<file path="src/rtl/hs_pkg.sv">
package hs_pkg;
  typedef enum logic [2:0] {
    ST_IDLE  = 3'd0,
    ST_GRACE = 3'd1,
    ST_HOLD  = 3'd2,
    ST_STORE = 3'd3,
    ST_LOCK  = 3'd4
  } hs_state_e;
endpackage

</file>
<file path="src/rtl/hs_sync.sv">
module hs_sync #(
  parameter int STAGES = 2,
  parameter bit RST_VAL = 1'b1
) (
  input  logic clk,
  input  logic rst_n,
  input  logic d_i,
  output logic q_o
);
  logic [STAGES-1:0] chain_q;

  generate
    for (genvar i = 0; i < STAGES; i++) begin : g_stage
      if (i == 0) begin : g_first
        always_ff @(posedge clk or negedge rst_n) begin
          if (!rst_n) chain_q[0] <= RST_VAL;
          else        chain_q[0] <= d_i;
        end
      end else begin : g_next
        always_ff @(posedge clk or negedge rst_n) begin
          if (!rst_n) chain_q[i] <= RST_VAL;
          else        chain_q[i] <= chain_q[i-1];
        end
      end
    end
  endgenerate

  assign q_o = chain_q[STAGES-1];
endmodule

</file>
<file path="src/rtl/hs_dirty.sv">
module hs_dirty (
  input  logic clk,
  input  logic rst_n,
  input  logic set_i,
  input  logic clr_i,
  output logic dirty_o
);
  logic dirty_q, dirty_d, dirty_en;

  always_comb begin
    dirty_en = set_i | clr_i;
    dirty_d  = ~clr_i;
  end

  always_ff @(posedge clk or negedge rst_n) begin
    if (!rst_n)        dirty_q <= 1'b0;
    else if (dirty_en) dirty_q <= dirty_d;
  end

  assign dirty_o = dirty_q;
endmodule

</file>
<file path="src/rtl/hs_timer.sv">
module hs_timer #(
  parameter int W = 8
) (
  input  logic         clk,
  input  logic         rst_n,
  input  logic         load_i,
  input  logic [W-1:0] load_val_i,
  output logic         zero_o
);
  logic [W-1:0] cnt_q, cnt_d;
  logic         cnt_en;

  always_comb begin
    cnt_en = load_i | (cnt_q != '0);
    cnt_d  = load_i ? load_val_i : cnt_q - 1'b1;
  end

  always_ff @(posedge clk or negedge rst_n) begin
    if (!rst_n)      cnt_q <= '0;
    else if (cnt_en) cnt_q <= cnt_d;
  end

  assign zero_o = (cnt_q == '0);
endmodule

</file>
<file path="src/rtl/hs_store_ctl.sv">
module hs_store_ctl #(
  parameter int SYNC_STAGES = 2,
  parameter int GRACE_CYC   = 250,
  parameter int HOLD_CYC    = 5000
) (
  input  logic clk,
  input  logic rst_n,
  input  logic req_line_i,
  input  logic wr_seen_i,
  input  logic store_done_i,
  input  logic recall_busy_i,
  input  logic recall_done_i,
  input  logic alt_store_i,
  output logic line_pull_o,
  output logic rd_allow_o,
  output logic wr_allow_o,
  output logic store_start_o
);
  import hs_pkg::*;

  localparam int MAXW = (GRACE_CYC > HOLD_CYC) ? GRACE_CYC : HOLD_CYC;
  localparam int TW   = $clog2(MAXW + 1);
  localparam logic [TW-1:0] GRACE_LD = TW'(GRACE_CYC - 1);
  localparam logic [TW-1:0] HOLD_LD  = TW'(HOLD_CYC - 1);

  hs_state_e state_q, state_d;
  logic      line_s, dirty, tmr_zero, tmr_load;
  logic [TW-1:0] tmr_val;
  logic      start_q, start_d;
  logic      dirty_clr;

  hs_sync #(.STAGES(SYNC_STAGES), .RST_VAL(1'b1)) u_sync (
    .clk(clk), .rst_n(rst_n), .d_i(req_line_i), .q_o(line_s)
  );

  assign dirty_clr = recall_done_i | ((state_q == ST_STORE) & store_done_i);

  hs_dirty u_dirty (
    .clk(clk), .rst_n(rst_n), .set_i(wr_seen_i), .clr_i(dirty_clr), .dirty_o(dirty)
  );

  hs_timer #(.W(TW)) u_tmr (
    .clk(clk), .rst_n(rst_n), .load_i(tmr_load), .load_val_i(tmr_val), .zero_o(tmr_zero)
  );

  always_comb begin
    state_d  = state_q;
    tmr_load = 1'b0;
    tmr_val  = GRACE_LD;
    start_d  = 1'b0;
    unique case (state_q)
      ST_IDLE: begin
        if (alt_store_i) begin
          state_d = ST_STORE;
        end else if (!line_s && dirty && !recall_busy_i) begin
          state_d  = ST_GRACE;
          tmr_load = 1'b1;
          tmr_val  = GRACE_LD;
        end
      end
      ST_GRACE: begin
        if (tmr_zero) begin
          state_d  = ST_HOLD;
          tmr_load = 1'b1;
          tmr_val  = HOLD_LD;
        end
      end
      ST_HOLD: begin
        if (tmr_zero) begin
          if (line_s) begin
            state_d = ST_IDLE;
          end else begin
            state_d = ST_STORE;
            start_d = 1'b1;
          end
        end
      end
      ST_STORE: begin
        if (store_done_i) state_d = ST_LOCK;
      end
      ST_LOCK: begin
        if (line_s) state_d = ST_IDLE;
      end
      default: state_d = ST_IDLE;
    endcase
  end

  always_ff @(posedge clk or negedge rst_n) begin
    if (!rst_n) begin
      state_q <= ST_IDLE;
      start_q <= 1'b0;
    end else begin
      state_q <= state_d;
      start_q <= start_d;
    end
  end

  assign line_pull_o   = (state_q == ST_GRACE) | (state_q == ST_HOLD) | (state_q == ST_STORE);
  assign rd_allow_o    = (state_q == ST_IDLE) | (state_q == ST_GRACE);
  assign wr_allow_o    = (state_q == ST_IDLE) & line_s;
  assign store_start_o = start_q;
endmodule

</file>
<file path="config.mk">
export PLATFORM = sky130hd
export DESIGN_NAME = hs_store_ctl
export DESIGN_NICKNAME = d
export VERILOG_FILES = /design/src/rtl/hs_pkg.sv /design/src/rtl/hs_sync.sv /design/src/rtl/hs_dirty.sv /design/src/rtl/hs_timer.sv /design/src/rtl/hs_store_ctl.sv
export SDC_FILE = /design/constraint.sdc
export NUM_CORES = 1
export LEC_CHECK = 0
export BUFFER_PORTS_ARGS = -buffer_cell sky130_fd_sc_hd__buf_2
export CAP_MARGIN = 20
export CORE_ASPECT_RATIO = 0.7
export CORE_MARGIN = 8
export CORE_UTILIZATION = 51
export DETAILED_ROUTE_END_ITERATION = 10
export PLACE_DENSITY = 0.74
export SLEW_MARGIN = 0
export SYNTH_ARGS = -nofsm -noshare
export SYNTH_HDL_FRONTEND = slang
export SYNTH_SLANG_ARGS = --single-unit
</file>
<file path="constraint.sdc">
create_clock -name clk -period 1.9 [get_ports clk]
set_input_delay 0.095 -clock clk [delete_from_list [all_inputs] [get_ports clk]]
set_output_delay 0.095 -clock clk [all_outputs]
set_load 0.1 [all_outputs]
</file>
==> summary by stage, run 1 <==
Run status
The run finished with clean final reports.

Setup path
The cell type group with the largest total delay on the critical path is simple AND/OR/NAND/NOR gates. The slowest stage of the critical path belongs to the cell or4_1. The delay of the slowest critical-path stage is 0.54 ns.

The number of cells on the worst reg-to-reg path is 6. The total buffers and inverters traversed by the critical path is 1. The required time of the worst setup path is approximately 2.1 ns. Along the worst path, the maximum fanout reaches 4. The signal on the critical path passes through inv_1 > ha_1 > or3b_4 > or4_1 > nand3_1 > o21ai_1.

The critical path depth in cells is 6. The sort of element at the end of the critical path is a flop. The category of the worst setup path launch point is a flop. At the worst endpoint, the arrival time is ~2.1 ns.

The critical path in this run is classified as reg2reg.

Power
VDD sags by at most roughly 0.64 mV. Power spread over the standard cell area amounts to around 1500 nW/um2. After layout, the design draws a total of 2.11 mW. In this run the static leakage power is 0.600 nW.

Timing
The pin slew with the least headroom to its limit is 0.493 ns. The tightest slew margin relative to the limit is 0.674. In the finished design, the share of the clock period the worst path needs comes to 0.979. The minimum clock period after layout is between 1.5 and 2 ns.

Static timing analysis puts the maximum clock frequency at 538 MHz. The setup total negative slack is 0 ns. The number of endpoints with negative hold slack in the final report was 0. The count of pins over their slew limit was 0. The final-report setup violation count is 0. Setup repair after global routing could not meet its margin everywhere. Across the routed clock network, the largest skew measured is 0.00732 ns.

Logic synthesis
After synthesis the cells add up to 1110 um2. The register bit count reported by yosys is 20. The most instantiated flip-flop cell in the synthesis netlist is dfrtp_1. After technology mapping, the gate count stands at 114. The commonest cells after synthesis are 18 x dfrtp_1, 10 x nor2_1, 9 x nand2_1, 9 x or3_1, 6 x a21oi_1.

The sequential-to-total area share from yosys stat is 0.454. Among all cell types in the netlist, the one instantiated most often is dfrtp_1. Counting every net in the synthesized netlist gives between 100 and 150. The share of synthesized area in the top cell type comes to 0.407. After synthesis, the share of flip-flops with an asynchronous set or reset is 1.00.

The number of distinct library cell variants in the gate-level netlist after synthesis is 38. The number of synthesized flops with an enable pin is 0. The average size of a mapped cell is between 9 and 10 um2. During synthesis, Yosys emitted a total of 0 warnings. The largest total area in the synthesized netlist belongs to dfrtp_1. By area the synthesized netlist is led by dfrtp_1 41%, or3_1 5.1%, dfstp_2 4.7%.

GRT
Entering global routing, the biggest net connects 21 pins. The number of global-route vias before repair is around 1000. Summed over all layers, the global routing overflow is 0.

The number of antenna violations at the first check in global routing is 0. The first global-routing pass estimated 4560 um of wire. Across every metal layer, demand over resource in global routing totals 0.152.

Placement
The wire-length estimate of the detail-placed layout is 2040 um. The number of buffer cells added on primary ports is 11. The area of placed instances is between 1000 and 1500 um2. The placer's final routability congestion estimate is 0.867. The number of placed instances with taps included is 159.

Clocking
In this run, CTS created clock tree buffers numbering 3. The CTS H-tree depth is 1. The maximum clock path buffer count is 2. The later pin in the worst-skew pair is clocked with a latency of 0.31 ns. The master cell of the clock root buffer is clkbuf_4. After clock tree synthesis, the clock-pin slew on the worst setup and hold paths is 0.12 ns. The TritonCTS clock tree is done. The number of clock sinks seen by CTS is 20.

Hold path
The worst hold path depth is 2. The worst hold path belongs to the class in2reg.

Floorplanning
The count of pins on the block boundary is 12. The total number of placement rows is 14. The floorplan die height is roughly 55 um.

The core area is 2100 um2. The die covers 3940 um2. The initial utilization of the core area, before any placement, comes to 0.527. The die width is 71.7 um.

Drt
After detailed routing, the average wire length per cell comes to around 16 um. The number of remaining DRC errors is 0. After detailed routing, the number of vias per cell comes to between 6 and 7. Across all layers, the routed design uses 1011 vias. The number of DRC markers in iteration 0 is 70. The post-detailed-routing wire length is 2670 um.

The remaining antenna violation count after routing is 0. The first-pass iteration count of the detailed router is 4.

Layout
The antenna diode count is 0. The area of the multi-input gates is 593 um2. After the flow finishes, the layout carries non-filler instances totaling 167. With fillers left out, the area of the finished cells amounts to roughly 1400 um2.

The total number of nets in the final design is roughly 150. The layout cell share with drive strength beyond 1 is 0.329. The layout filler cell count is 173. From synthesis to final layout, the design area changed by 24.2%.

The register area is ~500 um2.

Run
The count of maximum capacitance violations is 0.
## routing by layer
metal  GRT usage  wire length, um
met5           0                0
met4      0.0673               28
met3      0.0468              184
met2       0.239             1240
met1       0.192             1220
## path summary, 6_finish.rpt
kind / from / to / slack (ns)
setup / recovery: u_tmr.cnt_q[0] / u_tmr.cnt_q[12] / 0.04
hold / removal: store_done_i / u_dirty.dirty_o / 0.06
setup reg to reg: u_tmr.cnt_q[0] / u_tmr.cnt_q[12] / 0.04
hold reg to reg: u_sync.chain_q[0] / u_sync.q_o / 0.36
max in group asynchronous: rst_n / u_sync.q_o / 1.30
min in group asynchronous: rst_n / state_q[2] / 0.25
## stage by stage
step / utilization / worst slack [ns] / hold slack [ns]
2_1_floorplan: - / 0.0129 / -0.201
3_3_place_gp: 0.614 / 0.0963 / 0.0634
3_5_place_dp: 0.614 / 0.0399 / 0.0668
4_1_cts: 0.646 / 0.0189 / 0.0403
5_1_grt: 0.654 / -0.0781 / 0.0470
6_report: 0.654 / 0.0400 / 0.0563
## cells in the final DEF (no fill, tap or decap), types with 2 or more instances in the layout
master / n
nor4_4: 2
nand3_1: 4
nand2_1: 9
buf_4: 15
o2111ai_1: 2
o21ai_0: 4
dfstp_2: 2
inv_1: 4
buf_2: 11
nand2b_1: 4
nor3_1: 4
a31oi_1: 3
a21oi_1: 6
and3_1: 2
nor2_2: 3
or3_1: 8
dlygate4sd3_1: 3
o311ai_0: 2
nand4_1: 2
clkbuf_4: 3
dfrtp_1: 18
o31ai_1: 3
a311oi_1: 2
nor3b_2: 2
nor2_1: 7
## power by group
part | internal [mW] | switching [mW]
clock | 0.117 | 0.137
combinational | 0.400 | 0.699
sequential | 0.595 | 0.161
## sequential cells by signal, indices dropped and copies added, names as in the netlist
register,cells
u_sync.q_o,1
store_start_o,1
u_tmr.cnt_q,13
u_sync.chain_q,1
state_q,3
u_dirty.dirty_o,1
## cell families (layout without fill, tap and decap cells)
group           Yosys count  count (layout)  synth area share
xor+xnor                  2               2            0.0158
buf+inv                   8              37            0.0282
compound gates           25              25             0.150
simple gates             58              58             0.340
flops                    20              20             0.454
fa+ha+maj                 1               1            0.0113
## cell type report
type,count,share of cell area
Sequential cell,20,0.366
Tap cell,24,0.0218
Clock buffer,4,0.0264
Multi-Input combinational cell,86,0.431
Timing Repair Buffer,29,0.144
Inverter,4,0.0109
## timing repair
action	4_1_cts	5_1_grt
setup endpoints to repair	0	7
hold endpoints to repair	20	0
hold buffers	3	0
gates resized for setup	0	2
buffers inserted	0	1
No activity file was read; power rests on OpenSTA's default activity.
==> inputs of run 2 (changes only) <==
--- a/config.mk
+++ b/config.mk
@@ -9,9 +9,9 @@
 export CAP_MARGIN = 20
 export CORE_ASPECT_RATIO = 0.7
 export CORE_MARGIN = 8
-export CORE_UTILIZATION = 51
+export CORE_UTILIZATION = 42
 export DETAILED_ROUTE_END_ITERATION = 10
-export PLACE_DENSITY = 0.74
+export REMOVE_ABC_BUFFERS = 1
 export SLEW_MARGIN = 0
 export SYNTH_ARGS = -nofsm -noshare
 export SYNTH_HDL_FRONTEND = slang
==> run 2 against run 1 <==
Against the previous run:
- final area increased by 6.3%
- wire length up 6.4%
- clock power up 10%
- flip-flop and latch count did not move
- combinational power increased by 7%
- critical path type unchanged
- largest power group unchanged
- highest routed layer unchanged
==> summary by stage, run 2 (synthesis results as in run 1) <==
Run
Max-cap violations in this run came to 0.

Drt
In the routed design, unresolved DRC markers number 0. Wire segments on met3 add up to 87 um in the final route. Dividing the detail-routed via count by the number of cells gives around 5.5. The first detailed-routing pass took 4 iterations.

The via total after detailed routing is 997. The post-detailed-routing wire length is 2840 um. The average routed wire per standard cell is 15.7 um. The post-route met1 wirelength is 1390 um. The wire length on met2 is about 1400 um. Once detail routing completed, the nets flagged for antenna violations numbered 0.

The highest metal layer used by the detailed router is met4. The number of DRC markers in iteration 0 is 55.

GRT
The remaining global-route overflow is 0. The number of antenna violations at the first check in global routing is 0. The wire length of the first global-routing pass is 4710 um. The global-route usage over all layers is 0.128. The number of global-route vias before repair came to 956. Entering global routing, the biggest net connects 21 pins.

Timing
Setup violations remaining at the end of the flow were counted as 0. The worst-case clock skew is 0.00652 ns. Timing would allow up to 550 MHz. The number of endpoints with negative hold slack in the final report came to 0. The final cycle utilization of the critical path is 0.957. For the pin with the worst max-slew slack, the measured transition is 0.490 ns. Setup repair after global routing could not meet its margin everywhere. The count of pins over their slew limit is 0. Headroom to the max-slew limit came out at 0.676. Summed over all failing endpoints, the final setup total negative slack is 0 ns. The minimum clock period after layout is approximately 1.8 ns.

Setup path
In this run the worst path has a maximum fanout of 6. The arrival time of the worst setup path is 1.96 ns. The critical path class is reg2reg. The cell type group with the largest total delay on the critical path is simple AND/OR/NAND/NOR gates. The critical path contains buffers and inverters numbering 2 combined. The slowest stage of the critical path belongs to the cell or3b_4. The delay of the slowest critical-path stage is about 0.41 ns. The worst setup path is launched from a flop. The sort of element at the end of the critical path is a flop. At the worst endpoint, the required time is just over 2 ns. The critical path goes through inv_1 > ha_2 > or3b_4 > nor4_4 > buf_4 > or3_1 > a21oi_2.

Layout
In the layout the commonest cells are 18 x buf_4, 18 x dfrtp_1, 11 x buf_2. The final layout contains roughly 160 nets. The largest registers in the layout are u_tmr.cnt_q (13), state_q (3). Excluding fillers, the count of instances in the completed layout stands at 181. The register containing the most flip-flops in the final layout is u_tmr.cnt_q.

The layout cell share with drive strength beyond 1 is 0.367. From synthesis to final layout, the design area changed by 32.0%. The repair_antennas step left the layout with diodes totalling 0. The share of the core filled with cells in the final layout is 0.590. The post-route cell area is 1460 um2. The number of flip-flops under the largest register name is 13.

Clocking
Clock tree synthesis selected as its root buffer the cell clkbuf_8. The clock buffer count from CTS is 3. The number of clock sinks seen by CTS is 20.

The TritonCTS clock tree is done. After clock tree synthesis, the clock-pin slew on the worst setup and hold paths is 0.07 ns. No sink is reached through more buffers than the 2 on the longest clock path. The CTS H-tree depth is 1.

The clock latency of the later-clocked register in the worst-skew pair is 0.25 ns.

Power
The power per unit of standard cell area is 1510 nW/um2. The leakage power total is 0.630 nW. The maximum VDD drop is about 0.66 mV.

Hold path
The path class of the lowest-slack min-delay path is in2reg.

Floorplanning
In this run the count of I/O pins placed on the die edge is 12. The die is 59.0 um tall. The initial standard-cell utilization of the core is 0.447.

Row generation in the floorplan step produced 15 rows. The core area is 2480 um2. The die covers 4560 um2.

From left edge to right edge, the die measures around 77 um.

Run status
The run finished with clean final reports.

Placement
Once placement finished, the instance area stood at 1320 um2. The placer's final routability congestion estimate is 0.887. In this run the tool buffered the top-level ports with 11 buffer cells. The number of placed instances with taps included is 173. The half-perimeter wire length of the detailed placement result is 2080 um.
## run 2: metal layers
layer,GRT usage,vias to the layer above
met3,0.0334,2
met4,0.0214,0
met1,0.178,485
li1,-,492
met5,0,-
met2,0.194,18
## run 2: worst min-delay path: stages
cell,delay [ns]
buf_2,0.09
nor2_1,0.08
a311oi_1,0.06
## run 2: worst paths after layout
kind	start	slack, ns	cells after the start	to
setup / recovery	u_tmr.cnt_q[0]	0.08	7	u_tmr.cnt_q[11]
hold reg to reg	u_sync.chain_q[0]	0.36	0	u_sync.q_o
min in group asynchronous	rst_n	0.32	2	u_tmr.cnt_q[7]
setup reg to reg	u_tmr.cnt_q[0]	0.08	7	u_tmr.cnt_q[11]
hold / removal	wr_seen_i	0.12	3	u_dirty.dirty_o
max in group asynchronous	rst_n	1.24	2	u_sync.q_o
## run 2: final cells by class
| type | count | area (um2) |
|---|---|---|
| Sequential cell | 20 | 503 |
| Tap cell | 34 | 42.5 |
| Clock buffer | 4 | 45.0 |
| Multi-Input combinational cell | 86 | 624 |
| Inverter | 4 | 15.0 |
| Fill cell | 221 | 1020 |
| Timing Repair Buffer | 33 | 231 |
## run 2: timing repair
| action | 4_1_cts | 5_1_grt |
|---|---|---|
| pin swaps | 0 | 6 |
| setup endpoints to repair | 6 | 9 |
| hold buffers | 3 | 0 |
| resized for setup | 1 | 12 |
| endpoints found under the hold margin | 20 | 0 |
| buffers inserted | 0 | 1 |
## run 2: per-stage QoR
step | worst slack [ns] | power (mW) | hold WS (ns)
2_1_floorplan | -0.339 | 1.47 | -0.201
3_3_place_gp | 0.00896 | 1.82 | 0.0665
3_5_place_dp | -0.0367 | 1.85 | 0.0696
4_1_cts | 0.0584 | 2.15 | 0.105
5_1_grt | -0.0166 | 2.36 | 0.131
6_report | 0.0818 | 2.21 | 0.115
## run 2: power by group
part | switching (mW) | total (mW) | internal (mW) | leakage [nW]
clock network | 0.131 | 0.280 | 0.149 | 0.0228
logic | 0.739 | 1.18 | 0.445 | 0.378
registers | 0.147 | 0.744 | 0.597 | 0.229
total | 1.02 | 2.21 | 1.19 | 0.630
